--- src/rtl/dbg_abs_pkg.sv ---
package dbg_abs_pkg;

    localparam logic [7:0] KIND_REG_ACCESS = 8'd0;
    localparam logic [2:0] WIDTH_CODE_32   = 3'd2;

    typedef enum logic [2:0] {
        AE_NONE    = 3'd0,
        AE_BUSY    = 3'd1,
        AE_UNSUP   = 3'd2,
        AE_EXCEPT  = 3'd3,
        AE_NOTHALT = 3'd4,
        AE_BUS     = 3'd5,
        AE_RSVD    = 3'd6,
        AE_OTHER   = 3'd7
    } abs_err_e;

    typedef struct packed {
        logic [7:0]  kind;
        logic        rsvd;
        logic [2:0]  width_code;
        logic        step_after;
        logic        run_after;
        logic        move;
        logic        to_reg;
        logic [15:0] regnum;
    } abs_cmd_t;

    typedef enum logic [1:0] {
        XS_IDLE = 2'd0,
        XS_REQ  = 2'd1,
        XS_WAIT = 2'd2
    } xfer_state_e;

    function automatic abs_err_e screen_cmd(abs_cmd_t c, logic halted);
        if (c.kind != KIND_REG_ACCESS || c.rsvd || c.width_code != WIDTH_CODE_32)
            return AE_UNSUP;
        else if (!halted)
            return AE_NOTHALT;
        else
            return AE_NONE;
    endfunction

endpackage

--- src/rtl/dbg_err_latch.sv ---
module dbg_err_latch
    import dbg_abs_pkg::*;
(
    input  logic       clk,
    input  logic       rst,
    input  logic       set_en,
    input  logic [2:0] set_code,
    input  logic       clr_en,
    input  logic [2:0] clr_mask,
    output logic [2:0] err_q
);

    always_ff @(posedge clk) begin
        if (rst)
            err_q <= AE_NONE;
        else if (set_en && err_q == AE_NONE)
            err_q <= set_code;
        else if (clr_en)
            err_q <= err_q & ~clr_mask;
    end

    // a non-zero code only moves through an explicit clear
    assert_err_sticky_R11: assert property (@(posedge clk) disable iff (rst)
        (err_q != AE_NONE && !clr_en) |=> (err_q == $past(err_q)));

    // a clear never sets a bit that was zero
    assert_clr_no_set_R11: assert property (@(posedge clk) disable iff (rst)
        (clr_en && !set_en) |=> ((err_q & ~$past(err_q)) == 3'd0));

endmodule

--- src/rtl/dbg_xfer_fsm.sv ---
module dbg_xfer_fsm
    import dbg_abs_pkg::*;
#(
    parameter int REGNO_W = 16,
    parameter int DATA_W  = 32
) (
    input  logic               clk,
    input  logic               rst,
    input  logic               start,
    input  logic               start_move,
    input  logic               start_to_reg,
    input  logic               start_step,
    input  logic               start_run,
    input  logic [REGNO_W-1:0] start_regnum,
    input  logic               data_wr_en,
    input  logic [DATA_W-1:0]  data_wr_val,
    input  logic               rsp_valid,
    input  logic               rsp_fault,
    input  logic [DATA_W-1:0]  rsp_data,
    output logic               busy,
    output logic               fault_evt,
    output logic               req_valid,
    output logic               req_read,
    output logic               req_write,
    output logic [REGNO_W-1:0] regnum,
    output logic [DATA_W-1:0]  stage_data,
    output logic               run_pulse
);

    localparam logic [REGNO_W-1:0] REG_STEP = REGNO_W'(1);

    xfer_state_e state;
    logic        op_to_reg;
    logic        op_step;
    logic        op_run;
    logic        rsp_take;

    assign rsp_take  = (state == XS_WAIT) && rsp_valid;
    assign fault_evt = rsp_take && rsp_fault;
    assign busy      = (state != XS_IDLE);
    assign req_valid = (state == XS_REQ);
    assign req_read  = req_valid && !op_to_reg;
    assign req_write = req_valid && op_to_reg;

    always_ff @(posedge clk) begin
        if (rst) begin
            state      <= XS_IDLE;
            op_to_reg  <= 1'b0;
            op_step    <= 1'b0;
            op_run     <= 1'b0;
            regnum     <= '0;
            stage_data <= '0;
            run_pulse  <= 1'b0;
        end else begin
            run_pulse <= 1'b0;
            unique case (state)
                XS_IDLE: begin
                    if (start) begin
                        regnum    <= start_regnum;
                        op_to_reg <= start_to_reg;
                        op_step   <= start_step;
                        op_run    <= start_run;
                        if (start_move)
                            state <= XS_REQ;
                        else
                            run_pulse <= start_run;
                    end else if (data_wr_en) begin
                        stage_data <= data_wr_val;
                    end
                end
                XS_REQ: state <= XS_WAIT;
                XS_WAIT: begin
                    if (rsp_take) begin
                        state <= XS_IDLE;
                        if (!rsp_fault) begin
                            if (!op_to_reg)
                                stage_data <= rsp_data;
                            if (op_step)
                                regnum <= regnum + REG_STEP;
                            run_pulse <= op_run;
                        end
                    end
                end
                default: state <= XS_IDLE;
            endcase
        end
    end

    // a request lasts exactly one cycle
    assert_req_single_R4: assert property (@(posedge clk) disable iff (rst)
        req_valid |=> !req_valid);

    // post-execute request is a single-cycle pulse
    assert_run_single_R13: assert property (@(posedge clk) disable iff (rst)
        run_pulse |=> !run_pulse);

    // a faulty response leaves the staging data untouched
    assert_fault_keeps_data_R8: assert property (@(posedge clk) disable iff (rst)
        fault_evt |=> $stable(stage_data));

endmodule

--- src/rtl/dbg_abs_engine.sv ---
module dbg_abs_engine
    import dbg_abs_pkg::*;
#(
    parameter int REGNO_W = 16,
    parameter int DATA_W  = 32
) (
    input  logic               clk,
    input  logic               rst,
    input  logic               cmd_wr_en,
    input  logic [31:0]        cmd_wr_data,
    input  logic               err_clr_en,
    input  logic [2:0]         err_clr_mask,
    input  logic               data_wr_en,
    input  logic [DATA_W-1:0]  data_wr_val,
    output logic [DATA_W-1:0]  data_rd,
    output logic [2:0]         cmd_err,
    output logic               cmd_busy,
    input  logic               ctl_wr_en,
    input  logic               ctl_haltreq,
    input  logic               hart_halted,
    output logic               core_halt_req,
    output logic [31:0]        halt_summary,
    output logic               reg_valid,
    output logic [REGNO_W-1:0] reg_addr,
    output logic               reg_read,
    output logic               reg_write,
    output logic [DATA_W-1:0]  reg_wdata,
    input  logic               reg_rsp_valid,
    input  logic               reg_rsp_fault,
    input  logic [DATA_W-1:0]  reg_rsp_data,
    output logic [REGNO_W-1:0] cur_regno,
    output logic               postexec_req
);

    abs_cmd_t     cmd;
    abs_err_e     verdict;
    logic         busy;
    logic         fault_evt;
    logic         cmd_live;
    logic         accept;
    logic         err_set;
    logic [2:0]   err_code;
    logic         halt_q;
    logic [REGNO_W-1:0] regnum;
    logic [DATA_W-1:0]  stage_data;

    assign cmd      = abs_cmd_t'(cmd_wr_data);
    assign verdict  = screen_cmd(cmd, hart_halted);
    assign cmd_live = cmd_wr_en && (cmd_err == AE_NONE);
    assign accept   = cmd_live && !busy && (verdict == AE_NONE);

    always_comb begin
        err_set  = 1'b0;
        err_code = AE_NONE;
        if (fault_evt) begin
            err_set  = 1'b1;
            err_code = AE_BUS;
        end else if (cmd_live && busy) begin
            err_set  = 1'b1;
            err_code = AE_BUSY;
        end else if (cmd_live && verdict != AE_NONE) begin
            err_set  = 1'b1;
            err_code = verdict;
        end
    end

    dbg_err_latch u_err (
        .clk      (clk),
        .rst      (rst),
        .set_en   (err_set),
        .set_code (err_code),
        .clr_en   (err_clr_en),
        .clr_mask (err_clr_mask),
        .err_q    (cmd_err)
    );

    dbg_xfer_fsm #(
        .REGNO_W (REGNO_W),
        .DATA_W  (DATA_W)
    ) u_xfer (
        .clk          (clk),
        .rst          (rst),
        .start        (accept),
        .start_move   (cmd.move),
        .start_to_reg (cmd.to_reg),
        .start_step   (cmd.step_after),
        .start_run    (cmd.run_after),
        .start_regnum (cmd.regnum[REGNO_W-1:0]),
        .data_wr_en   (data_wr_en),
        .data_wr_val  (data_wr_val),
        .rsp_valid    (reg_rsp_valid),
        .rsp_fault    (reg_rsp_fault),
        .rsp_data     (reg_rsp_data),
        .busy         (busy),
        .fault_evt    (fault_evt),
        .req_valid    (reg_valid),
        .req_read     (reg_read),
        .req_write    (reg_write),
        .regnum       (regnum),
        .stage_data   (stage_data),
        .run_pulse    (postexec_req)
    );

    always_ff @(posedge clk) begin
        if (rst)
            halt_q <= 1'b0;
        else if (ctl_wr_en)
            halt_q <= ctl_haltreq;
    end

    assign core_halt_req = halt_q;
    assign halt_summary  = {31'd0, hart_halted};
    assign cmd_busy      = busy;
    assign reg_addr      = regnum;
    assign cur_regno     = regnum;
    assign reg_wdata     = stage_data;
    assign data_rd       = stage_data;

    // every request follows a command taken while the hart was halted
    assert_req_after_halt_R3: assert property (@(posedge clk) disable iff (rst)
        reg_valid |-> $past(hart_halted));

    // a command dropped for a pending error starts nothing
    assert_drop_on_err_R10: assert property (@(posedge clk) disable iff (rst)
        (cmd_wr_en && cmd_err != 3'd0 && !busy && !err_clr_en)
        |=> (!reg_valid && cmd_err == $past(cmd_err)));

    // a colliding command leaves the outstanding transfer running
    assert_collide_keeps_busy_R9: assert property (@(posedge clk) disable iff (rst)
        (cmd_wr_en && busy && !reg_rsp_valid) |=> busy);

endmodule

--- config.mk ---
export PLATFORM = sky130hd
export DESIGN_NAME = dbg_abs_engine
export DESIGN_NICKNAME = d
export VERILOG_FILES = /design/src/rtl/dbg_abs_pkg.sv /design/src/rtl/dbg_err_latch.sv /design/src/rtl/dbg_xfer_fsm.sv /design/src/rtl/dbg_abs_engine.sv
export SDC_FILE = /design/constraint.sdc
export NUM_CORES = 1
export LEC_CHECK = 0
export BUFFER_PORTS_ARGS = -buffer_cell sky130_fd_sc_hd__buf_2
export CAP_MARGIN = 20
export CORE_ASPECT_RATIO = 0.5
export CORE_UTILIZATION = 42
export CTS_CLUSTER_SIZE = 12
export DETAILED_ROUTE_END_ITERATION = 8
export GPL_TIMING_DRIVEN = 0
export PLACE_DENSITY_LB_ADDON = 0.05
export SYNTH_ARGS = -nofsm -noshare
export SYNTH_HDL_FRONTEND = slang
export SYNTH_HIERARCHICAL = 1
export SYNTH_SLANG_ARGS = --single-unit
--- constraint.sdc ---
create_clock -name clk -period 3 [get_ports clk]
set_input_delay 0.6 -clock clk [delete_from_list [all_inputs] [get_ports clk]]
set_output_delay 0.6 -clock clk [all_outputs]
set_load 0.005 [all_outputs]
==> results of run 1 <==
final cells by class:
cell class	count	area [um2]
clock inverters	2	35.0
plain buffers	109	739
multi-input cells	319	1830
flip-flops and latches	58	1160
fillers	772	2940
repair buffers	214	1070
inverters	4	15.0
clock buffers	13	270
well taps	112	140
kinds of logic after synthesis:
family                     after synthesis  synth area share, %
and+or+nand+nor                        193                 25.4
DFF                                     58                 31.9
other                                    1                0.103
buffers and inverters                  113                 20.8
adders and majority gates                1                0.344
AOI/OAI and AO/OA                       89                 20.0
muxes                                    5                 1.41
placed cells by master (no fill, tap or decap), types with 11 or more instances in the layout:
cell and count:
sky130_fd_sc_hd__a311oi_1 26, sky130_fd_sc_hd__nor2_1 50, sky130_fd_sc_hd__buf_4 80, sky130_fd_sc_hd__clkbuf_1 20, sky130_fd_sc_hd__conb_1 31, sky130_fd_sc_hd__buf_2 220, sky130_fd_sc_hd__a21oi_1 11, sky130_fd_sc_hd__nand2_1 77
sky130_fd_sc_hd__dfxtp_1 58, sky130_fd_sc_hd__o21ai_0 16
worst max-delay path by stage:
stage | startpoint | end | slack [ps]
2_1_floorplan | cmd_wr_data[25] | u_xfer/regnum[5] | 450
3_3_place_gp | cmd_wr_data[20] | u_xfer/regnum[5] | -100
3_5_place_dp | cmd_wr_data[25] | u_xfer/regnum[5] | -110
4_1_cts | cmd_wr_data[25] | u_xfer/regnum[5] | 240
5_1_grt | cmd_wr_data[20] | u_xfer/regnum[5] | 110
6_report | cmd_wr_data[25] | u_xfer/regnum[5] | 180
power by group through the flow:
stage          clock (mW)  combinational, mW  sequential [mW]
6_report             1.04              0.334            0.828
5_1_grt              1.09              0.367            0.833
4_1_cts              1.05              0.334            0.829
3_5_place_dp            0              0.333            0.844
3_3_place_gp            0              0.331            0.843
2_1_floorplan           0              0.176            0.845
routing by layer:
metal	routed length, um	vias up	GRT usage (%)
met5	0	-	0
met4	53	0	4.40
met3	872	4	7.73
met2	5410	156	41.7
met1	5070	1812	30.8
li1	-	2030	-
critical path, stage by stage:
cell and delay (ps):
sky130_fd_sc_hd__buf_2 90, sky130_fd_sc_hd__or4_1 550, sky130_fd_sc_hd__nor3_2 230, sky130_fd_sc_hd__and3_1 240, sky130_fd_sc_hd__nand2b_1 100, sky130_fd_sc_hd__a21oi_2 440, sky130_fd_sc_hd__clkbuf_1 410, sky130_fd_sc_hd__o21ai_0 210
sky130_fd_sc_hd__o211a_1 160
through the flow:
step | hold slack [ps] | worst slack (ps) | utilization [%]
after floorplan | 461 | 451 | -
after global placement | 476 | -103 | 60.5
after detailed placement | 487 | -109 | 60.5
after CTS | 484 | 237 | 64.2
after global routing | 480 | 107 | 64.2
final | 482 | 176 | 64.2
==> run summary, run 1 <==
VDD sags by at most ~270 uV. The synthesized area is roughly 3600 um2. The weighted congestion reported at the end of routability-driven placement came out at 0.856. The HPWL reported at the end of detailed placement came out at 8750 um. The number of hold buffers added after cts came out at 0.

The maximum number of pins on one net before global-route repair is 11. Synthesis produced 460 cells. The highest clock rate is approximately 0.35 GHz.

For the final database, setup skew stands at 3.71 ps. The overall power came out at approximately 2.2 mW. The summed negative setup slack over all endpoints came out at 0 ps. The hold path depth came out at 2.

The number of ports placed on the die boundary is approximately 250. The net switching power is roughly 0.5 mW. The min-delay analysis places its worst path in the category input port to register. The number of slew-limit violations in the final report was 0.

The via count of the first global-routing pass came out at roughly 3,400. The sink count of the clock tree came out at between 50 and 60. The fraction of power consumed by combinational cells is 15.2%. Summed over its instances, the top area cell type makes up between 30% and 40% of the synthesized netlist area. The depth of the CTS H-tree came out at 3.

Summed over all layers, the routed wires come to ~11,000 um. The initial DRC count is between 200 and 300. The setup path with the least slack is of type input port to register. Setup repair after global routing left no endpoint under its margin. The first global-routing pass estimated 17,000 um of wire. The startpoint identified for the worst hold timing path is rst.

The TritonCTS clock tree is done. The worst reg2reg path depth came out at 8. The number of placed instances with taps included is between 800 and 900. Across the run, the number of max-cap violations was 0. The number of optimization iterations in the first detailed-route pass is 4. The share of total power in the clock network is around 47%. The routed via count came out at 4,002. For the worst setup path, the data required time is 3210 ps.

The flip-flop and latch count after synthesis is 58. The cell internal power dissipation is approximately 1.7 mW. The switching part of the total is between 20% and 30%. The initial antenna violation count came to 0.

The fraction of layout instances using a drive strength above 1 came out at between 40% and 50%. The proportion of power drawn by flip-flops and latches came out at 37.6%. The most common cell in the synthesized netlist is sky130_fd_sc_hd__buf_4. The worst register-to-register path ends at u_xfer/regnum[5]. The share of flip-flops with an asynchronous set or reset is 0%. The number of buffers added for setup after CTS came out at 0. The initial core utilization is between 40 and 50%. The netlist uses between 50 and 60 different library cells. The register with the most flip-flops in the layout has 32 of them.

The die is approximately 130 um wide. The post-route cell area came out at 5260 um2. The root buffer cell is sky130_fd_sc_hd__clkbuf_16. The worst hold path endpoint is core_halt_req.

STA classifies the critical path endpoint as a register. The placeable core area is 8200 um2. The vertical extent of the die is around 68 um.

Counting I/O delays and the setup requirement, the final critical path takes 2820 ps. Once the clock tree was built, the resizer swapped 0 gates to a different size. Yosys printed 6 warnings. The register with the most flip-flops in the final layout is u_xfer/stage_data. Buffers inserted during clock tree synthesis total 9.

The maximum fanout along the worst path is 10. The largest registers in the layout are u_xfer/stage_data: 32 flops, u_xfer/regnum: 16 flops, u_err/err_q: 3 flops. The leakage power came out at ~2.8 nW. The headroom to the max-slew limit is about 56%.

The number of placement rows is 23. The reg2reg setup slack is roughly 270 ps. Yosys mapped a number of flops with a built-in enable equal to 0. The number of hold-slack violations in the final timing report is 0.

The part of the Yosys area used for sequential elements came out at a little under a third. The post-route fraction of the period consumed by the critical path came out at between 90% and 100%. In this run the deepest clock path goes through 2 buffers. The mean routed wirelength per cell is between 10 and 15 um. The element type at the critical path start is an input port. In this run the power density over the cells is roughly 420 nW/um2. The average size of a mapped cell is 7.90 um2. The area enclosed by the die boundary is around 9100 um2. The biggest area consumer among synthesized cells is sky130_fd_sc_hd__dfxtp_1. The area growth from synthesis to layout came out at 44.8%. The remaining routing DRC violations is 0. In this run the critical register-to-register path is launched from u_err/err_q[1]. In the synthesized netlist the dominant register cell turns out to be sky130_fd_sc_hd__dfxtp_1.

The overall track demand over capacity in global routing is 24.4%. Clock latency on the worst-skew pair, taken at its later pin, is 320 ps. The port buffer count came out at roughly 210. The run finished with clean final reports. Global routing finished with a remaining overflow of 0. After synthesis, the cell types taking the most area are sky130_fd_sc_hd__dfxtp_1 (32%), sky130_fd_sc_hd__buf_4 (17%), sky130_fd_sc_hd__nand2_1 (8.0%).

For this run, the post-layout net count is 825. Clock-pin slew was measured on the worst setup and hold paths at ~50 ps. 0 antenna diodes ended up in the layout.

The number of non-filler instances in the completed layout came out at 831. The final setup violation count is 0. The average vias per placed instance came out at around 4.8. Data arrives at the worst endpoint at around 3000 ps. The count of nets left with antenna violations once routing finished came out at 0.

The actual slew at the worst max-slew pin is around 660 ps. After synthesis, the most frequently instantiated cells are sky130_fd_sc_hd__buf_4 (80), sky130_fd_sc_hd__nand2_1 (77), sky130_fd_sc_hd__dfxtp_1 (58), sky130_fd_sc_hd__nor2_1 (50), sky130_fd_sc_hd__a311oi_1 (26). The placed instances occupy a cell area of slightly below 5000 um2.
(Power assumes the default switching activity.)
==> run 2: changes to the inputs <==
--- a/config.mk
+++ b/config.mk
@@ -6,13 +6,13 @@
 export NUM_CORES = 1
 export LEC_CHECK = 0
 export BUFFER_PORTS_ARGS = -buffer_cell sky130_fd_sc_hd__buf_2
-export CAP_MARGIN = 20
 export CORE_ASPECT_RATIO = 0.5
 export CORE_UTILIZATION = 42
 export CTS_CLUSTER_SIZE = 12
 export DETAILED_ROUTE_END_ITERATION = 8
 export GPL_TIMING_DRIVEN = 0
-export PLACE_DENSITY_LB_ADDON = 0.05
+export MAX_ROUTING_LAYER = met4
+export PLACE_DENSITY = 0.81
 export SYNTH_ARGS = -nofsm -noshare
 export SYNTH_HDL_FRONTEND = slang
 export SYNTH_HIERARCHICAL = 1
==> run summary, run 2 (same netlist as run 1, synthesis figures left out) <==
The summed negative setup slack over all endpoints is 0 ps (unchanged). The final setup violation count came to 0 (unchanged). The net switching power was 0.507 mW (was 0.501 mW).

The root buffer cell is sky130_fd_sc_hd__clkbuf_16 (unchanged). The fraction of power consumed by combinational cells is 16.0% (was 15.2%). The number of non-filler instances in the completed layout came out at 832 (was 831). The number of placed instances with taps included came out at 816 (unchanged). The type of element capturing the critical path is a register (unchanged). The number of ports placed on the die boundary came out at 246 (unchanged).

Unrepaired setup endpoints after global routing: no (unchanged). The clock network latency to the later pin of the worst-skew pair came out at 330 ps (was 320 ps). The data required time at the worst endpoint is 3220 ps (was 3210 ps). The overall power came out at 2.08 mW (was 2.20 mW). The setup skew after layout is 4.03 ps (was 3.71 ps). The port buffer count is 214 (unchanged). The placeable core area is 8200 um2 (unchanged). The element type at the critical path start is an input port (unchanged). The proportion of power drawn by flip-flops and latches is 39.8% (was 37.6%).

The busiest metal layer after global routing is met2 (unchanged). The sink count of the clock tree is 58 (unchanged). The highest clock rate came out at 0.356 GHz (was 0.354 GHz). The number of max-cap violations is 0 (unchanged). The average vias per placed instance came out at 4.97 (was 4.82). The instance area after placement was 4960 um2 (unchanged).

The CTS buffer count came out at 9 (unchanged). The number of slew-limit violations in the final report came out at 0 (unchanged). The routed via count came out at 4,131 (was 4,002). The number of hold buffers added after cts is 0 (unchanged). The via count of the first global-routing pass came to 3,674 (was 3,406). The vertical extent of the die came to 67.8 um (unchanged). The worst IR drop on VDD is 271 uV (was 275 uV). The met2 track demand over resource in global routing came out at 44.9% (was 41.7%). The fraction of layout instances using a drive strength above 1 is 46.4% (was 46.6%). The power density over the cells was 399 nW/um2 (was 419 nW/um2). Registers with the most flip-flops: u_xfer/stage_data: 32 flops, u_xfer/regnum: 16 flops, u_err/err_q: 3 flops (unchanged). The number of optimization iterations in the first detailed-route pass came to 5 (was 4). The met3 layer usage reported by global route is 6.38% (was 7.73%).

The cell internal power dissipation is 1.58 mW (was 1.70 mW). The clock-pin slew on the worst setup and hold paths came out at 50 ps (about the same). The number of flip-flops in the largest register is 32 (unchanged). The number of fill cells in the layout is 715 (was 772). The class of the tightest hold or removal check is input port to register (unchanged). The HPWL reported at the end of detailed placement came out at 8800 um (was 8750 um). The overall track demand over capacity in global routing is 25.5% (was 24.4%).

The actual slew at the worst max-slew pin came to 662 ps (was 665 ps). Leading cell types in the layout, fill and taps excluded: sky130_fd_sc_hd__buf_2 (220), sky130_fd_sc_hd__buf_4 (80), sky130_fd_sc_hd__nand2_1 (77) (unchanged). The multi-input logic area was 1830 um2 (unchanged). The TritonCTS clock tree is done (unchanged). The maximum number of pins on one net before global-route repair is 11 (unchanged). The headroom to the max-slew limit came out at 55.9% (was 55.7%). The final-stage net count was 825 (unchanged).

The maximum buffer depth of the clock tree came to 2 (unchanged). The maximum fanout along the worst path is 10 (unchanged). The number of buffers added for setup after CTS came out at 0 (unchanged). The share of total power in the clock network is 44.2% (was 47.3%). The post-detailed-route count of antenna-violating nets came to 0 (unchanged). The final antenna diode count came out at 0 (unchanged). The number of placement rows is 23 (unchanged). The met1 routing resource usage after global routing is 28.4% (was 30.8%). The die width came to 134 um (unchanged).

The area growth from synthesis to layout is 43.7% (was 44.8%). The depth of the CTS H-tree came out at 3 (unchanged). The signal arrival time at the worst endpoint came out at 3040 ps (about the same). The time the worst path needs with I/O delays and setup is 2810 ps (was 2820 ps). The leakage power came out at 2.76 nW (was 2.78 nW).

The number of gates given a new drive strength after cts came to 0 (unchanged). The initial antenna violation count is 0 (unchanged). Outcome: completed (unchanged). The sum of overflow across all layers after global routing is 0 (unchanged). The wire length of the first global-routing pass was 17,300 um (was 17,000 um).

The initial core utilization is 44.3% (unchanged). The post-route cell area is 5220 um2 (was 5260 um2). The remaining routing DRC violations came to 0 (unchanged). The number of hold-slack violations in the final timing report came out at 0 (unchanged). The critical setup path kind is input port to register (unchanged). The weighted congestion reported at the end of routability-driven placement came out at 0.905 (was 0.856). The mean routed wirelength per cell is 13.9 um (was 13.7 um).

The initial DRC count is 342 (was 259). The register cell area after layout was 1160 um2 (unchanged). The switching part of the total came out at 24.3% (was 22.7%). The total routed wirelength came to 11,500 um (was 11,400 um). The pre-CTS worst setup slack came out at -83.2 ps (was -109 ps).

The post-route fraction of the period consumed by the critical path came out at 93.8% (was 94.1%). The top register by number of flip-flops is u_xfer/stage_data (unchanged). The most common cell after layout, fill and taps aside is sky130_fd_sc_hd__buf_2 (unchanged).

The post-layout worst setup margin was 187 ps (was 176 ps). The area enclosed by the die boundary came to 9050 um2 (unchanged).
==> run 2: worst max-delay path, cell delays in order <==
cell and delay (ps):
sky130_fd_sc_hd__buf_2 90, sky130_fd_sc_hd__or4_1 560, sky130_fd_sc_hd__nor3_2 260, sky130_fd_sc_hd__and3_1 230, sky130_fd_sc_hd__nand2b_1 90, sky130_fd_sc_hd__a21oi_2 400
sky130_fd_sc_hd__clkbuf_1 440, sky130_fd_sc_hd__o21ai_0 190, sky130_fd_sc_hd__o211a_1 160
==> run 2: path summary, 6_finish.rpt <==
kind	endpoint	cells past startpoint	startpoint	slack (ps)
setup / recovery	u_xfer/regnum[5]	9	cmd_wr_data[25]	190
hold / removal	core_halt_req	2	rst	470
setup reg to reg	u_xfer/regnum[5]	8	u_err/err_q[1]	320
hold reg to reg	core_halt_req	2	core_halt_req	490
==> run 2: power groups by stage <==
stage	clock network, mW	logic [mW]	registers (mW)
2_1_floorplan	0	0.176	0.845
3_3_place_gp	0	0.324	0.844
3_5_place_dp	0	0.330	0.846
4_1_cts	0.931	0.331	0.830
5_1_grt	0.961	0.366	0.834
6_report	0.920	0.333	0.830
==> run 2: cell type report <==
class / count / share of cell area (%)
sequential: 58 / 22.2
buffer: 109 / 14.2
inverter: 4 / 0.287
clock inverter: 3 / 0.287
multi-input combinational: 319 / 35.1
timing repair buffer: 214 / 20.5
tap: 112 / 2.68
clock buffer: 13 / 4.79
==> run 2: per-stage QoR <==
stage	util, %	hold slack [ps]
floorplan	-	461
global placement	60.5	471
detailed placement	60.5	484
CTS	63.7	470
global route	63.7	480
finish	63.7	475
==> run 2: routing by layer <==
layer  routed length, um  vias up
met5                   0        -
met4                 245        0
met3                 899       30
met2                5580      202
met1                4800     1869
li1                    -     2030
